## config.mk

```make
export PLATFORM = sky130hd
export DESIGN_NAME = mode_reg_updater
export DESIGN_NICKNAME = d
export VERILOG_FILES = /design/src/rtl/modeupd_pkg.sv /design/src/rtl/modeupd_ctrl.sv /design/src/rtl/modeupd_dp.sv /design/src/rtl/mode_reg_updater.sv
export SDC_FILE = /design/constraint.sdc
export NUM_CORES = 1
export LEC_CHECK = 0
export ABC_AREA = 1
export ABC_CLOCK_PERIOD_IN_PS = 2480
export BUFFER_PORTS_ARGS = -buffer_cell sky130_fd_sc_hd__buf_2
export CAP_MARGIN = 25
export CELL_PAD_IN_SITES_DETAIL_PLACEMENT = 0
export CELL_PAD_IN_SITES_GLOBAL_PLACEMENT = 2
export CORE_MARGIN = 1.5
export CORE_UTILIZATION = 29
export CTS_CLUSTER_SIZE = 14
export DETAILED_ROUTE_END_ITERATION = 7
export GPL_ROUTABILITY_DRIVEN = 0
export HOLD_SLACK_MARGIN = 0.05
export PLACE_DENSITY = 0.84
export SLEW_MARGIN = 30
export SYNTH_ARGS = -nofsm -noshare
export SYNTH_HDL_FRONTEND = slang
export SYNTH_SLANG_ARGS = --single-unit
```

## constraint.sdc

```tcl
create_clock -name clk -period 2.48 [get_ports clk]
set_clock_uncertainty 0.05 [all_clocks]
set_input_delay 0.496 -clock clk [delete_from_list [all_inputs] [get_ports clk]]
set_output_delay 0.496 -clock clk [all_outputs]
set_load 0.02 [all_outputs]
```

## src/rtl/modeupd_pkg.sv

```systemverilog
package modeupd_pkg;

  typedef enum logic [2:0] {
    ST_IDLE,
    ST_RD_MODE,
    ST_RD_STAT,
    ST_CALC,
    ST_WRITE,
    ST_DONE
  } seqState_t;

  typedef struct packed {
    logic loadDesired;
    logic capMode;
    logic capStat;
    logic drvWrite;
  } dpStrobe_t;

endpackage

```

## src/rtl/modeupd_ctrl.sv

```systemverilog
module modeupd_ctrl
  import modeupd_pkg::*;
#(
  parameter int ADDR_W = 8,
  parameter logic [ADDR_W-1:0] MODE_ADDR = 8'h74,
  parameter logic [ADDR_W-1:0] STAT_ADDR = 8'h75
) (
  input  logic              clk,
  input  logic              rstN,
  input  logic              start,
  input  logic              busReady,
  input  logic              guardOk,
  output logic [ADDR_W-1:0] busAddr,
  output logic              busRd,
  output logic              busWr,
  output logic              done,
  output logic              err,
  output logic              busy,
  output dpStrobe_t         dpStrobe
);

  seqState_t state, stateNext;
  logic errQ;

  always_comb begin
    stateNext = state;
    dpStrobe  = '0;
    busAddr   = '0;
    busRd     = 1'b0;
    busWr     = 1'b0;
    unique case (state)
      ST_IDLE: begin
        if (start) begin
          dpStrobe.loadDesired = 1'b1;
          stateNext = ST_RD_MODE;
        end
      end
      ST_RD_MODE: begin
        busRd   = 1'b1;
        busAddr = MODE_ADDR;
        if (busReady) begin
          dpStrobe.capMode = 1'b1;
          stateNext = ST_RD_STAT;
        end
      end
      ST_RD_STAT: begin
        busRd   = 1'b1;
        busAddr = STAT_ADDR;
        if (busReady) begin
          dpStrobe.capStat = 1'b1;
          stateNext = ST_CALC;
        end
      end
      ST_CALC: begin
        stateNext = guardOk ? ST_WRITE : ST_DONE;
      end
      ST_WRITE: begin
        busWr = 1'b1;
        busAddr = MODE_ADDR;
        dpStrobe.drvWrite = 1'b1;
        if (busReady) stateNext = ST_DONE;
      end
      ST_DONE: stateNext = ST_IDLE;
      default: stateNext = ST_IDLE;
    endcase
  end

  always_ff @(posedge clk) begin
    if (!rstN) begin
      state <= ST_IDLE;
      errQ  <= 1'b0;
    end else begin
      state <= stateNext;
      if (state == ST_CALC) errQ <= !guardOk;
      else if (state == ST_IDLE) errQ <= 1'b0;
    end
  end

  assign done = (state == ST_DONE);
  assign err  = done && errQ;
  assign busy = (state != ST_IDLE);

  AST_ONE_STROBE: assert property (@(posedge clk) disable iff (!rstN)
    !(busRd && busWr));
  AST_RD_HOLD: assert property (@(posedge clk) disable iff (!rstN)
    (busRd && !busReady) |=> (busRd && $stable(busAddr)));
  AST_WR_HOLD: assert property (@(posedge clk) disable iff (!rstN)
    (busWr && !busReady) |=> (busWr && $stable(busAddr)));
  AST_WR_TARGET: assert property (@(posedge clk) disable iff (!rstN)
    busWr |-> (busAddr == MODE_ADDR));
  AST_DONE_PULSE: assert property (@(posedge clk) disable iff (!rstN)
    done |=> !done);
  AST_DONE_THEN_IDLE: assert property (@(posedge clk) disable iff (!rstN)
    done |=> !busy);
  AST_ERR_NO_WRITE: assert property (@(posedge clk) disable iff (!rstN)
    (busy && !guardOk && !busRd && !busWr && !done) |=> !busWr);
  AST_START_IGNORED: assert property (@(posedge clk) disable iff (!rstN)
    (busy && !done && start) |=> busy);

endmodule

```

## src/rtl/modeupd_dp.sv

```systemverilog
module modeupd_dp
  import modeupd_pkg::*;
#(
  parameter int DATA_W = 8,
  parameter int GUARD_BIT = 4
) (
  input  logic              clk,
  input  logic              rstN,
  input  dpStrobe_t         dpStrobe,
  input  logic [DATA_W-1:0] desiredVal,
  input  logic [DATA_W-1:0] busRdata,
  output logic [DATA_W-1:0] busWdata,
  output logic              guardOk
);

  logic [DATA_W-1:0] desiredQ, modeQ, statQ, keyedWord;
  logic modeSeen, statSeen;

  always_ff @(posedge clk) begin
    if (!rstN) begin
      desiredQ <= '0;
      modeQ    <= '0;
      statQ    <= '0;
      modeSeen <= 1'b0;
      statSeen <= 1'b0;
    end else begin
      if (dpStrobe.loadDesired) begin
        desiredQ <= desiredVal;
        modeSeen <= 1'b0;
        statSeen <= 1'b0;
      end
      if (dpStrobe.capMode) begin
        modeQ    <= busRdata;
        modeSeen <= 1'b1;
      end
      if (dpStrobe.capStat) begin
        statQ    <= busRdata;
        statSeen <= 1'b1;
      end
    end
  end

  assign keyedWord = (modeQ ^ statQ) ^ desiredQ;
  assign guardOk   = desiredQ[GUARD_BIT];
  assign busWdata  = dpStrobe.drvWrite ? keyedWord : '0;

  AST_WR_AFTER_READS: assert property (@(posedge clk) disable iff (!rstN)
    dpStrobe.drvWrite |-> (modeSeen && statSeen));
  AST_WDATA_HOLD: assert property (@(posedge clk) disable iff (!rstN)
    (dpStrobe.drvWrite && !dpStrobe.loadDesired) |=> (!dpStrobe.drvWrite || $stable(busWdata)));

endmodule

```

## src/rtl/mode_reg_updater.sv

```systemverilog
module mode_reg_updater
  import modeupd_pkg::*;
#(
  parameter int ADDR_W = 8,
  parameter int DATA_W = 8,
  parameter int GUARD_BIT = 4,
  parameter logic [ADDR_W-1:0] MODE_ADDR = 8'h74,
  parameter logic [ADDR_W-1:0] STAT_ADDR = 8'h75
) (
  input  logic              clk,
  input  logic              rstN,
  input  logic              start,
  input  logic [DATA_W-1:0] desiredVal,
  output logic [ADDR_W-1:0] busAddr,
  output logic              busRd,
  output logic              busWr,
  output logic [DATA_W-1:0] busWdata,
  input  logic [DATA_W-1:0] busRdata,
  input  logic              busReady,
  output logic              done,
  output logic              err,
  output logic              busy
);

  dpStrobe_t dpStrobe;
  logic guardOk;

  modeupd_ctrl #(
    .ADDR_W(ADDR_W), .MODE_ADDR(MODE_ADDR), .STAT_ADDR(STAT_ADDR)
  ) u_ctrl (
    .clk(clk), .rstN(rstN), .start(start), .busReady(busReady),
    .guardOk(guardOk), .busAddr(busAddr), .busRd(busRd), .busWr(busWr),
    .done(done), .err(err), .busy(busy), .dpStrobe(dpStrobe)
  );

  modeupd_dp #(
    .DATA_W(DATA_W), .GUARD_BIT(GUARD_BIT)
  ) u_dp (
    .clk(clk), .rstN(rstN), .dpStrobe(dpStrobe), .desiredVal(desiredVal),
    .busRdata(busRdata), .busWdata(busWdata), .guardOk(guardOk)
  );

endmodule

```

# Yosys cells after proc, flatten, opt, wreduce, memory -nomap -nowiden

Index checks and enable logic that the tools add are counted.

Flip-flop bits (word level): 28
Bits of input ports: 20
Output and inout bits: 21
Word-level logic and storage cells: 41

Eq/ne operators: 9
Mux-type cells: 17
Bitwise gates (word level): 2
Reduce and logical (&&, ||, !) cells: 8

Operators with widths:

| operator                                                         | number |
|---|---|
| 8-bit bitwise XOR                                                | 2 |
| 3-bit case mux with 5 select lines                               | 1 |
| 7-bit case mux with 2 select lines                               | 1 |
| 3-bit two-way mux                                                | 4 |
| 1-bit two-way mux                                                | 10 |
| 8-bit two-way mux                                                | 1 |
| 2-bit != test (second input constant)                            | 4 |
| 3-bit by 2-bit == test with 1-bit output (second input constant) | 2 |
| 3-bit == test (second input constant)                            | 2 |
| 4-bit AND reduction                                              | 1 |
| 2-bit OR reduction                                               | 2 |
| 3-bit by 1-bit == test with 1-bit output (second input constant) | 1 |
| 3-bit zero test                                                  | 1 |
| 3-bit nonzero test                                               | 1 |
| 2-bit nonzero test                                               | 1 |
| 1-bit logical AND                                                | 1 |
| 1-bit zero test                                                  | 1 |

# Depth between registers and ports, before layout

Gate-level depths: netlist of run 1.

Word-level depth: 3
Mapped depth: 9
Depth with buffers taken out: 9

# By module

From an unflattened synthesis of run 1, not the netlist that was laid out.

Cell total of the unflattened synthesis: 206
Area total of the unflattened synthesis: 1437.6 um^2

Modules (own cells, without submodules):

| module       | times used | cells each | area each (um^2) | sequential area each (um^2) |
|---|---|---|---|---|
| modeupd_dp   | 1          | 152        | 1092.3           | 480.5 |
| modeupd_ctrl | 1          | 54         | 345.3            | 80.1 |

# Worst setup path after synthesis of run 1

No wires, ideal clock.

Path type: register -> output
Start: register u_ctrl.state[2]
End: output busAddr[4]
Arrival: 1.460 ns
Data required time: 1.934 ns
Path slack: 0.474 ns
Stages on the path, launching flop included: 9
Path buffers: 1
Cells stage by stage: dfxtp_1 > inv_2 > nand2_2 > nor2_2 > inv_2 > nand2_2 > inv_2 > nand2_1 > buf_4

Cells in the longest elaborated chain, start to end: 3
Elaborated cells between the ends (all ways): 5
Those cells by class: eq/ne: 3; mux: 1; reduce/logical: 1

Ends and longest elaborated chain:

| item                                                                      | line                   | RTL |
|---|---|---|
| from (decl)                                                               | modeupd_ctrl.sv:22     | `seqState_t state, stateNext;` |
| from (signal assigned)                                                    | modeupd_ctrl.sv:73     | `state <= stateNext;` |
| 3-bit by 1-bit == test with 1-bit output or 3-bit == test (tied branches) | modeupd_ctrl.sv:31     | `unique case (state)` |
| 2-bit OR reduction (no line)                                              | -                      |  |
| 7-bit case mux with 2 select lines (*)                                    | modeupd_ctrl.sv:31     |  |
| to (decl)                                                                 | mode_reg_updater.sv:14 | `output logic [ADDR_W-1:0] busAddr,` |

Mark *: on every way between the ends. The rest lies on a longest branch, timed or not.

# Final worst setup path of run 1

Start: register u_ctrl.state[0]
End: output busWdata[6]

Cells in the longest elaborated chain, start to end: 3

Ends and longest elaborated chain:

| item              | line                   | RTL |
|---|---|---|
| 3-bit == test     | modeupd_ctrl.sv:31     |  |
| 1-bit two-way mux | modeupd_ctrl.sv:31     |  |
| 8-bit two-way mux | modeupd_dp.sv:45       | `assign busWdata = dpStrobe.drvWrite ? keyedWord : '0;` |
| to (decl)         | mode_reg_updater.sv:17 | `output logic [DATA_W-1:0] busWdata,` |

Every way passes these cells.

==> run_results.csv, run 1 <==
group,metric,value,unit
status,outcome,"finished clean",
critical_path,end_kind,"output pin",
cts,ctsResizeCount,0,
cts,cts_tree,"built",
cts,h-tree-depth,1,
layout,fin_area,1617,um2
drt,firstDrtPassIters,4,
grt,antenna_found_initial,0,
logic_synthesis,yosysSeqAreaShare,41.67,%
worst_hold_path,hp-class,"in2reg",
placed_design,dp_hpwl,2222,um
floorplan,fp-row-count,24,
power,p_int,1025,uW
cts,root_buffer,"clkbuf_8",
cts,clk_latency,0.27,ns
cts,cts_buffers,3,
timing,setup_ws,0.2641,ns
timing,finalCriticalPeriod,2.216,ns
cts,clk_path_buf_depth,2,
critical_path,crit_path_start_kind,"flop",
timing,hold_violations,0,
timing,setup_tns,0,ns
timing,rsz0062_at_grt,"no",
floorplan,core,4414,um2
layout,syn2layout_area_growth,20.19,%
grt,grt_pass1_wl,5175,um
logic_synthesis,ys_types,26,
cts,clkTransAtPathRegs,0.10,ns
floorplan,ios,41,
cts,ctsHoldBuffers,0,
logic_synthesis,syn_avg_cell_area,7.390,um2
placed_design,dpl-instance-area,1545,um2
power,clkPwrFrac,20.2,%
grt,grt_overflow_total,0,
layout,fin_nets,237,
power,pwr-share-seq,38.0,%
floorplan,die_w,71.11,um
critical_path,crit_required,1.93,ns
drt,wirelength,3105,um
grt,grt_max_degree,28,
floorplan,dieArea,5056,um2
timing,setup_viol,0,
power,p_total,1772,uW
power,pwr-share-comb,41.8,%
logic_synthesis,netlist_area,1345,um2
placed_design,place_ws,0.5536,ns
grt,global_route.usage.total,12.95,%
logic_synthesis,synth_warnings,0,
drt,drt_iter0_drc,64,
placed_design,portBuffers,37,
critical_path,worstPathMaxFanout,10,
power,swShare,42.16,%
drt,route.detailed.wl_per_inst,11.59,um
floorplan,initial_core_util,30.47,%
layout,drive_gt1_share,27.31,%
floorplan,chipHeight,71.11,um
timing,fmax,451.3,MHz
cts,cts_setup_buffers,0,
run,cap_violations,0,
logic_synthesis,synthCells,182,
critical_path,worstPathArrival,1.67,ns
timing,final.period_utilization,89.35,%
power,p_per_area,1096,nW/um2
power,p_sw,747.2,uW
drt,ant_nets,0,
drt,drt-vias-per-instance,4.455,
timing,slew_viol_final,0,
drt,via_count,1194,
power,p_leak,0.0007880,uW
logic_synthesis,ys_ff_latch,28,
layout,num_antenna_cells,0,
power,peakVddDrop,0.2934,mV
critical_path,worstSetupPathType,"reg2out",
grt,grt_pass1_vias,1084,
cts,clock_sinks,28,
drt,post-route-drc-count,0,
cells by family after synthesis:
family                    share of synthesized area [%]
and+or+nand+nor                                   22.88
other                                            0.2788
xor gates and xnor gates                          5.210
DFF                                               41.67
buffers and inverters                             10.23
AOI/OAI and AO/OA                                 19.72
Yosys cell counts:
cell	n	area, um2
conb_1	1	3.750
nor3_1	1	5.000
o21ai_0	15	75.07
clkinv_4	1	8.760
dfxtp_1	28	560.5
buf_4	6	45.04
nor2_1	36	135.1
xor2_1	7	61.31
and3_1	1	6.260
nor2_8	1	20.02
clkbuf_1	1	3.750
buf_2	1	5.000
nor2_2	2	12.51
nand3_2	1	10.01
inv_1	12	45.04
nand2_2	3	18.77
nor2_4	2	22.52
inv_2	7	26.28
a21oi_1	19	95.09
buf_1	1	3.750
nand3_1	5	25.02
nand2_4	1	11.26
o21ai_1	19	95.09
nand3b_1	1	7.510
xnor2_1	1	8.760
nand2_1	9	33.78
layout by cell type, fill, tap and decap left out:
| master | instances |
|---|---|
| nand2_4 | 1 |
| nand3_1 | 5 |
| bufinv_16 | 1 |
| nand2_1 | 9 |
| nor2_8 | 1 |
| nand3_2 | 1 |
| nor2_2 | 2 |
| inv_1 | 12 |
| nor2_4 | 2 |
| xor2_1 | 7 |
| xnor2_1 | 1 |
| nor2_1 | 36 |
| o21ai_1 | 19 |
| clkinv_4 | 1 |
| inv_2 | 7 |
| nand2_2 | 3 |
| nand3b_1 | 1 |
| conb_1 | 3 |
| o21ai_0 | 15 |
| dfxtp_1 | 28 |
| and3_1 | 1 |
| a21oi_1 | 19 |
| clkbuf_8 | 3 |
| buf_2 | 37 |
| nor3_1 | 1 |
power groups by stage:
stage / clock network, uW / logic (uW) / registers [uW]
after floorplan: 0 / 616 / 663
after global placement: 0 / 750 / 683
after detailed placement: 0 / 749 / 683
after CTS: 374 / 754 / 673
after global routing: 397 / 837 / 696
final: 358 / 741 / 673
flip-flops by register name, summed over array words and instances, names as in the netlist:
signal         flops
u_dp.desiredQ      8
u_dp.modeQ         8
u_dp.statQ         8
u_ctrl.state       3
u_ctrl.errQ        1
stage by stage:
step | std cells | hold WS, ns | utilization [%]
final | 268 | 0.3992 | 36.62
after global routing | 268 | 0.4054 | 36.62
after CTS | 268 | 0.3894 | 36.62
after detailed placement | 264 | 0.4061 | 35.01
after global placement | 264 | 0.4040 | 35.01
after floorplan | 184 | 0.3867 | -
path summary, 6_finish.rpt:
path                                  startpoint               end  slack, ns  cells past startpoint
worst max-delay path             u_ctrl.state[0]       busWdata[6]       0.26                      6
worst min-delay path                 busRdata[3]     u_dp.modeQ[3]       0.40                      3
worst max register to register   u_ctrl.state[0]  u_dp.desiredQ[2]       1.03                      4
worst min register to register  u_dp.desiredQ[1]  u_dp.desiredQ[1]       0.43                      2
worst max-delay path, stage by stage (launching register included):
cell,delay [ns]
dfxtp_1,0.39
nor2_2,0.27
inv_2,0.07
nor2_4,0.21
o21ai_1,0.10
a21oi_1,0.17
buf_2,0.19
cell type report:
cell class	instances	area, um2
fillers	489	2798
repair buffers	37	185.2
well taps	52	65.06
flip-flops and latches	28	560.5
clock buffers	3	41.29
clock inverters	1	30.03
multi-input cells	127	654.4
inverters	20	80.08
metal layers:
metal | vias up | part of all wire [%] | track usage [%]
met5 | - | 0 | 0
met4 | 0 | 2.0 | 6.289
met3 | 4 | 3.0 | 1.852
met2 | 21 | 42 | 18.59
met1 | 519 | 53 | 18.93
li1 | 650 | - | -
No activity file was read; power rests on OpenSTA's default activity.
==> run 2, diff against run 1 <==
SYNTH_HIERARCHICAL = 1   (was not set)
==> run_results.csv, run 2 <==
group,metric,value,unit
critical_path,timing.rr.start,"u_ctrl/state[0]",
logic_synthesis,ys_types,20,
logic_synthesis,synth_xor_xnor_area_share,0,%
layout,final_cells,305,
critical_path,worstSetupPathType,"reg2out",
critical_path,worst_path_max_delay_cell,"dfxtp_1",
grt,antenna_found_initial,0,
critical_path,worstPathMaxFanout,9,
power,peakVddDrop,0.3389,mV
drt,post-route-drc-count,0,
critical_path,cp-startpoint,"u_ctrl/state[1]",
layout,fillers,533,
logic_synthesis,ys.flop_type,"dfxtp_1",
cts,clkTransAtPathRegs,0.10,ns
floorplan,ios,41,
placed_design,dp_hpwl,2284,um
critical_path,worstPathArrival,1.63,ns
grt,grt_overflow_total,0,
drt,ant_nets,0,
drt,firstDrtPassIters,4,
drt,drt-vias-per-instance,4.213,
logic_synthesis,synth-compound-area-share,21.76,%
logic_synthesis,yosys.area.top_type_share,38.99,%
run,cap_violations,0,
logic_synthesis,yosysTopAreaCell,"dfxtp_1",
logic_synthesis,synthMostInstantiatedCell,"nand2_1",
logic_synthesis,synth.area.mux_share,0,%
floorplan,fp-row-count,25,
floorplan,dieArea,5389,um2
placed_design,dp.cells,301,
logic_synthesis,syn_avg_cell_area,6.979,um2
power,p_total,1693,uW
grt,grt_pass1_vias,1173,
cts,ctsHoldBuffers,0,
layout,drive_gt1_share,28.99,%
layout,fin_nets,259,
cts,cts_tree,"built",
cts,ctsResizeCount,0,
critical_path,crit_required,1.93,ns
critical_path,timing.rr.end,"u_dp/modeQ[1]",
cts,clk_path_buf_depth,2,
grt,global_route.usage.total,13.07,%
floorplan,initial_core_util,30.24,%
critical_path,crit_path_start_kind,"flop",
logic_synthesis,synth_warnings,6,
layout,syn2layout_area_growth,18.63,%
timing,hold_violations,0,
cts,h-tree-depth,1,
logic_synthesis,ys_ff_latch,28,
timing,slew_viol_final,0,
power,p_leak,0.0007642,uW
layout,final_cell_mix,"37 x buf_2, 33 x nand2_1, 28 x nor2_1, 28 x dfxtp_1, 24 x inv_1",
critical_path,crit_top_cell,"nand2_1",
logic_synthesis,async_reset_ff_share,0,%
layout,final_common_cell,"buf_2",
floorplan,die_w,73.41,um
power,p_per_area,992.8,nW/um2
critical_path,end_kind,"output pin",
critical_path,critPathTopFamily,"simple AND/OR/NAND/NOR gates",
layout,num_antenna_cells,0,
cts,clk_latency,0.27,ns
timing,finalCriticalPeriod,2.176,ns
cts,cts_setup_buffers,0,
cts,cts_buffers,3,
logic_synthesis,synthTopCellsByCount,"33 x nand2_1, 28 x dfxtp_1, 28 x nor2_1, 24 x inv_1, 18 x o21ai_1",
logic_synthesis,synthCells,206,
drt,via_count,1285,
critical_path,ff2ff_setup_slack,1.01,ns
critical_path,ff2ff_path_depth,7,
critical_path,crit_buf_inv,2,
critical_path,max_stage_delay,0.37,ns
timing,setup_tns,0,ns
logic_synthesis,synth_top_family_by_area,"simple AND/OR/NAND/NOR gates",
floorplan,core,4755,um2
cts,clock_sinks,28,
worst_hold_path,hp-class,"in2reg",
grt,grt_max_degree,26,
logic_synthesis,synth-edff-count,0,
logic_synthesis,yosysSeqAreaShare,38.99,%
timing,fmax,459.5,MHz
critical_path,worst-path-stages,6,
placed_design,portBuffers,37,
logic_synthesis,synth_fa_ha_area_share,0,%
timing,setup_viol,0,
logic_synthesis,netlist_area,1438,um2
critical_path,path_cells,"nor2_2 -> nand2_1 -> inv_1 -> nand2_1 -> nor2_1 -> buf_2",
cts,root_buffer,"clkbuf_8",
drt,wirelength,3216,um
logic_synthesis,synth_area_leaders,"dfxtp_1 39%, nand2_1 8.6%, nor2_1 7.3%",
layout,top_regs,"u_dp/desiredQ x8, u_dp/modeQ x8, u_dp/statQ x8",
timing,rsz0062_at_grt,"no",
timing,final.period_utilization,87.75,%
drt,route.detailed.wl_per_inst,10.54,um
logic_synthesis,synthSimpleGateAreaFrac,25.33,%
grt,grt_pass1_wl,5423,um
drt,drt_iter0_drc,57,
floorplan,chipHeight,73.41,um
critical_path,crit_end,"busWdata[4]",
status,outcome,"finished clean",
run 2: cell types whose count changed in the layout (fill, tap and decap cells not counted), moves of 3 or more:
cell | previous run | this run
nand3_1 | 5 | 12
xor2_1 | 7 | 0
inv_1 | 12 | 24
a21oi_1 | 19 | 16
o21ai_0 | 15 | 4
nor2_1 | 36 | 28
nand2_1 | 9 | 33
a21oi_2 | 0 | 12
run 2: stage by stage:
stage                     hold WS [ns]  worst slack, ns  util [%]  area (um2)
final                           0.3828           0.3038     35.87        1705
after global placement          0.4103           0.6175     34.37        1634
after floorplan                 0.3933           0.5390         -        1445
after detailed placement        0.4161           0.5806     34.37        1634
after CTS                       0.3744           0.2557     35.87        1705
after global routing            0.3798          0.09881     35.87        1705
run 2: layout make-up:
| class | count | area, um2 | share of cell area (%) |
|---|---|---|---|
| multi-input combinational | 139 | 688.2 | 40.35 |
| sequential | 28 | 560.5 | 32.87 |
| timing repair buffer | 38 | 192.7 | 11.30 |
| inverter | 29 | 108.9 | 6.383 |
| tap | 67 | 83.83 | 4.916 |
| clock buffer | 3 | 41.29 | 2.421 |
| clock inverter | 1 | 30.03 | 1.761 |
run 2: power by group:
part	total, uW	internal [uW]	switching (uW)
sequential	632	559	72.8
clock	360	216	144
combinational	701	229	472
run 2: logic make-up (layout without fill, tap and decap cells):
| logic type | count (synthesis) | count (layout) |
|---|---|---|
| AND/OR/NAND/NOR | 84 | 84 |
| AO/OA/AOI/OAI | 52 | 52 |
| buffers and inverters | 41 | 71 |
| flip-flops | 28 | 28 |
| other | 1 | 3 |
run 2: routing by layer:
layer | part of all wire [%] | up-vias | global-route usage, % | wire (um)
li1 | - | 714 | - | -
met4 | 0.47 | 0 | 2.469 | 15
met1 | 53 | 545 | 18.61 | 1715
met5 | 0 | - | 0 | 0
met3 | 4.8 | 2 | 3.155 | 154
met2 | 41 | 24 | 20.20 | 1331
run 2: worst min-delay path, cell delays in order:
cell    delay (ns)
buf_2         0.07
nor2_1        0.03
nor2_1        0.08
run 2: worst min-delay path by stage:
stage	from	endpoint	slack [ns]	cells past startpoint
after detailed placement	u_dp/statQ[0]	u_dp/statQ[0]	0.42	2
after global placement	u_dp/modeQ[7]	u_dp/modeQ[7]	0.41	2
after global routing	desiredVal[5]	u_dp/desiredQ[5]	0.38	3
after floorplan	u_dp/statQ[7]	u_dp/statQ[7]	0.39	2
after CTS	desiredVal[5]	u_dp/desiredQ[5]	0.37	3
final	desiredVal[5]	u_dp/desiredQ[5]	0.38	3
==> run 3, diff against run 2 <==
CORE_ASPECT_RATIO = 1.2   (was not set)
==> run_results.csv, run 3 (synthesis gave the netlist of run 2 again) <==
group,metric,value,unit
status,outcome,"finished clean",
placed_design,dp_hpwl,2372,um
cts,clk_path_buf_depth,2,
timing,hold_violations,0,
layout,fillers,544,
drt,post-route-drc-count,0,
grt,grt_pass1_wl,5299,um
layout,fin_area,1664,um2
floorplan,dieArea,5391,um2
power,p_leak,0.0007501,uW
placed_design,place_ws,0.5989,ns
critical_path,worst_path_max_delay_cell,"dfxtp_1",
critical_path,worstPathMaxFanout,9,
cts,clkTransAtPathRegs,0.09,ns
timing,finalCriticalPeriod,2.156,ns
grt,grt_overflow_total,0,
timing,slew_viol_final,0,
worst_hold_path,hp-class,"in2reg",
floorplan,ios,41,
drt,drt-vias-per-instance,4.522,
critical_path,crit_top_cell,"nand2_1",
drt,via_count,1334,
layout,final_common_cell,"buf_2",
floorplan,chipHeight,80.13,um
floorplan,core,4662,um2
layout,register_area,560.5,um2
critical_path,crit_path_start_kind,"flop",
timing,fmax,463.7,MHz
power,p_per_area,946.3,nW/um2
critical_path,timing.rr.start,"u_ctrl/state[0]",
critical_path,cp-startpoint,"u_ctrl/state[1]",
drt,drt_iter0_drc,51,
timing,rsz0062_at_grt,"no",
layout,num_antenna_cells,0,
power,peakVddDrop,0.4702,mV
layout,multiInputGateArea,688.2,um2
drt,firstDrtPassIters,4,
worst_hold_path,min_from,"desiredVal[6]",
cts,ctsHoldBuffers,0,
floorplan,die_w,67.28,um
layout,fin_util,35.70,%
placed_design,dpl-instance-area,1623,um2
layout,drive_gt1_share,28.69,%
grt,grt_max_degree,26,
cts,root_buffer,"clkbuf_8",
layout,final_cell_mix,"37 x buf_2, 33 x nand2_1, 28 x nor2_1, 28 x dfxtp_1, 24 x inv_1",
critical_path,end_kind,"output pin",
power,p_total,1575,uW
cts,clock_sinks,28,
grt,antenna_found_initial,0,
drt,wirelength,3227,um
grt,global_route.usage.total,12.85,%
layout,fin_nets,259,
critical_path,worstSetupPathType,"reg2out",
critical_path,crit_required,1.93,ns
cts,cts_tree,"built",
floorplan,fp-row-count,27,
timing,setup_viol,0,
cts,cts_buffers,3,
critical_path,ff2ff_setup_slack,0.98,ns
drt,route.detailed.wl_per_inst,10.94,um
layout,top_regs,"u_dp/desiredQ x8, u_dp/modeQ x8, u_dp/statQ x8",
layout,syn2layout_area_growth,15.75,%
critical_path,path_cells,"nor2_2 -> nand2_1 -> inv_1 -> nand2_1 -> nor2_1 -> buf_2",
cts,cts_setup_buffers,0,
timing,final.period_utilization,86.95,%
placed_design,portBuffers,37,
critical_path,worstPathArrival,1.61,ns
floorplan,initial_core_util,30.84,%
drt,ant_nets,0,
critical_path,max_stage_delay,0.37,ns
cts,h-tree-depth,1,
cts,ctsResizeCount,0,
cts,clk_latency,0.27,ns
run,cap_violations,0,
grt,grt_pass1_vias,1223,
timing,setup_tns,0,ns
timing,setup_ws,0.3236,ns
-- run 3: cell count changes in the layout (fill, tap and decap cells not counted) --
| cell | delta |
|---|---|
| bufinv_16 | -1 |
-- run 3: path summary, 6_finish.rpt --
path | end | cells after the start
worst max register to register | u_dp/modeQ[0] | 7
worst min register to register | u_dp/modeQ[7] | 2
worst max-delay path | busWdata[0] | 6
worst min-delay path | u_dp/desiredQ[6] | 3
-- run 3: metrics by stage --
step | hold WS (ns) | std cells
final | 0.3958 | 295
after floorplan | 0.3933 | 208
after detailed placement | 0.4153 | 292
after global placement | 0.4110 | 292
after CTS | 0.3942 | 295
after global routing | 0.4055 | 295
-- run 3: layer usage --
layer,track usage (%),wire [um],up-vias
met3,1.821,158,2
met2,22.87,1589,31
met1,15.75,1462,588
met5,0,0,-
li1,-,-,713
met4,3.673,17,0
-- run 3: area by class of cell --
type / instances / share of cell area, %
inverters: 29 / 6.541
flip-flops and latches: 28 / 33.68
multi-input cells: 139 / 41.35
repair buffers: 38 / 11.58
clock buffers: 3 / 2.481
well taps: 58 / 4.361
-- run 3: where the power goes --
group / leakage, uW / switching, uW / internal, uW
Clock: 0.0000216 / 132 / 109
Sequential: 0.000229 / 74.3 / 559
Combinational: 0.000499 / 471 / 229
-- run 3: critical path, delay by kind of cell, from the launching register on --
kind | cells | cell delay, ns
buf+inv | 2 | 0.47
flops | 1 | 0.37
simple gates | 4 | 0.51
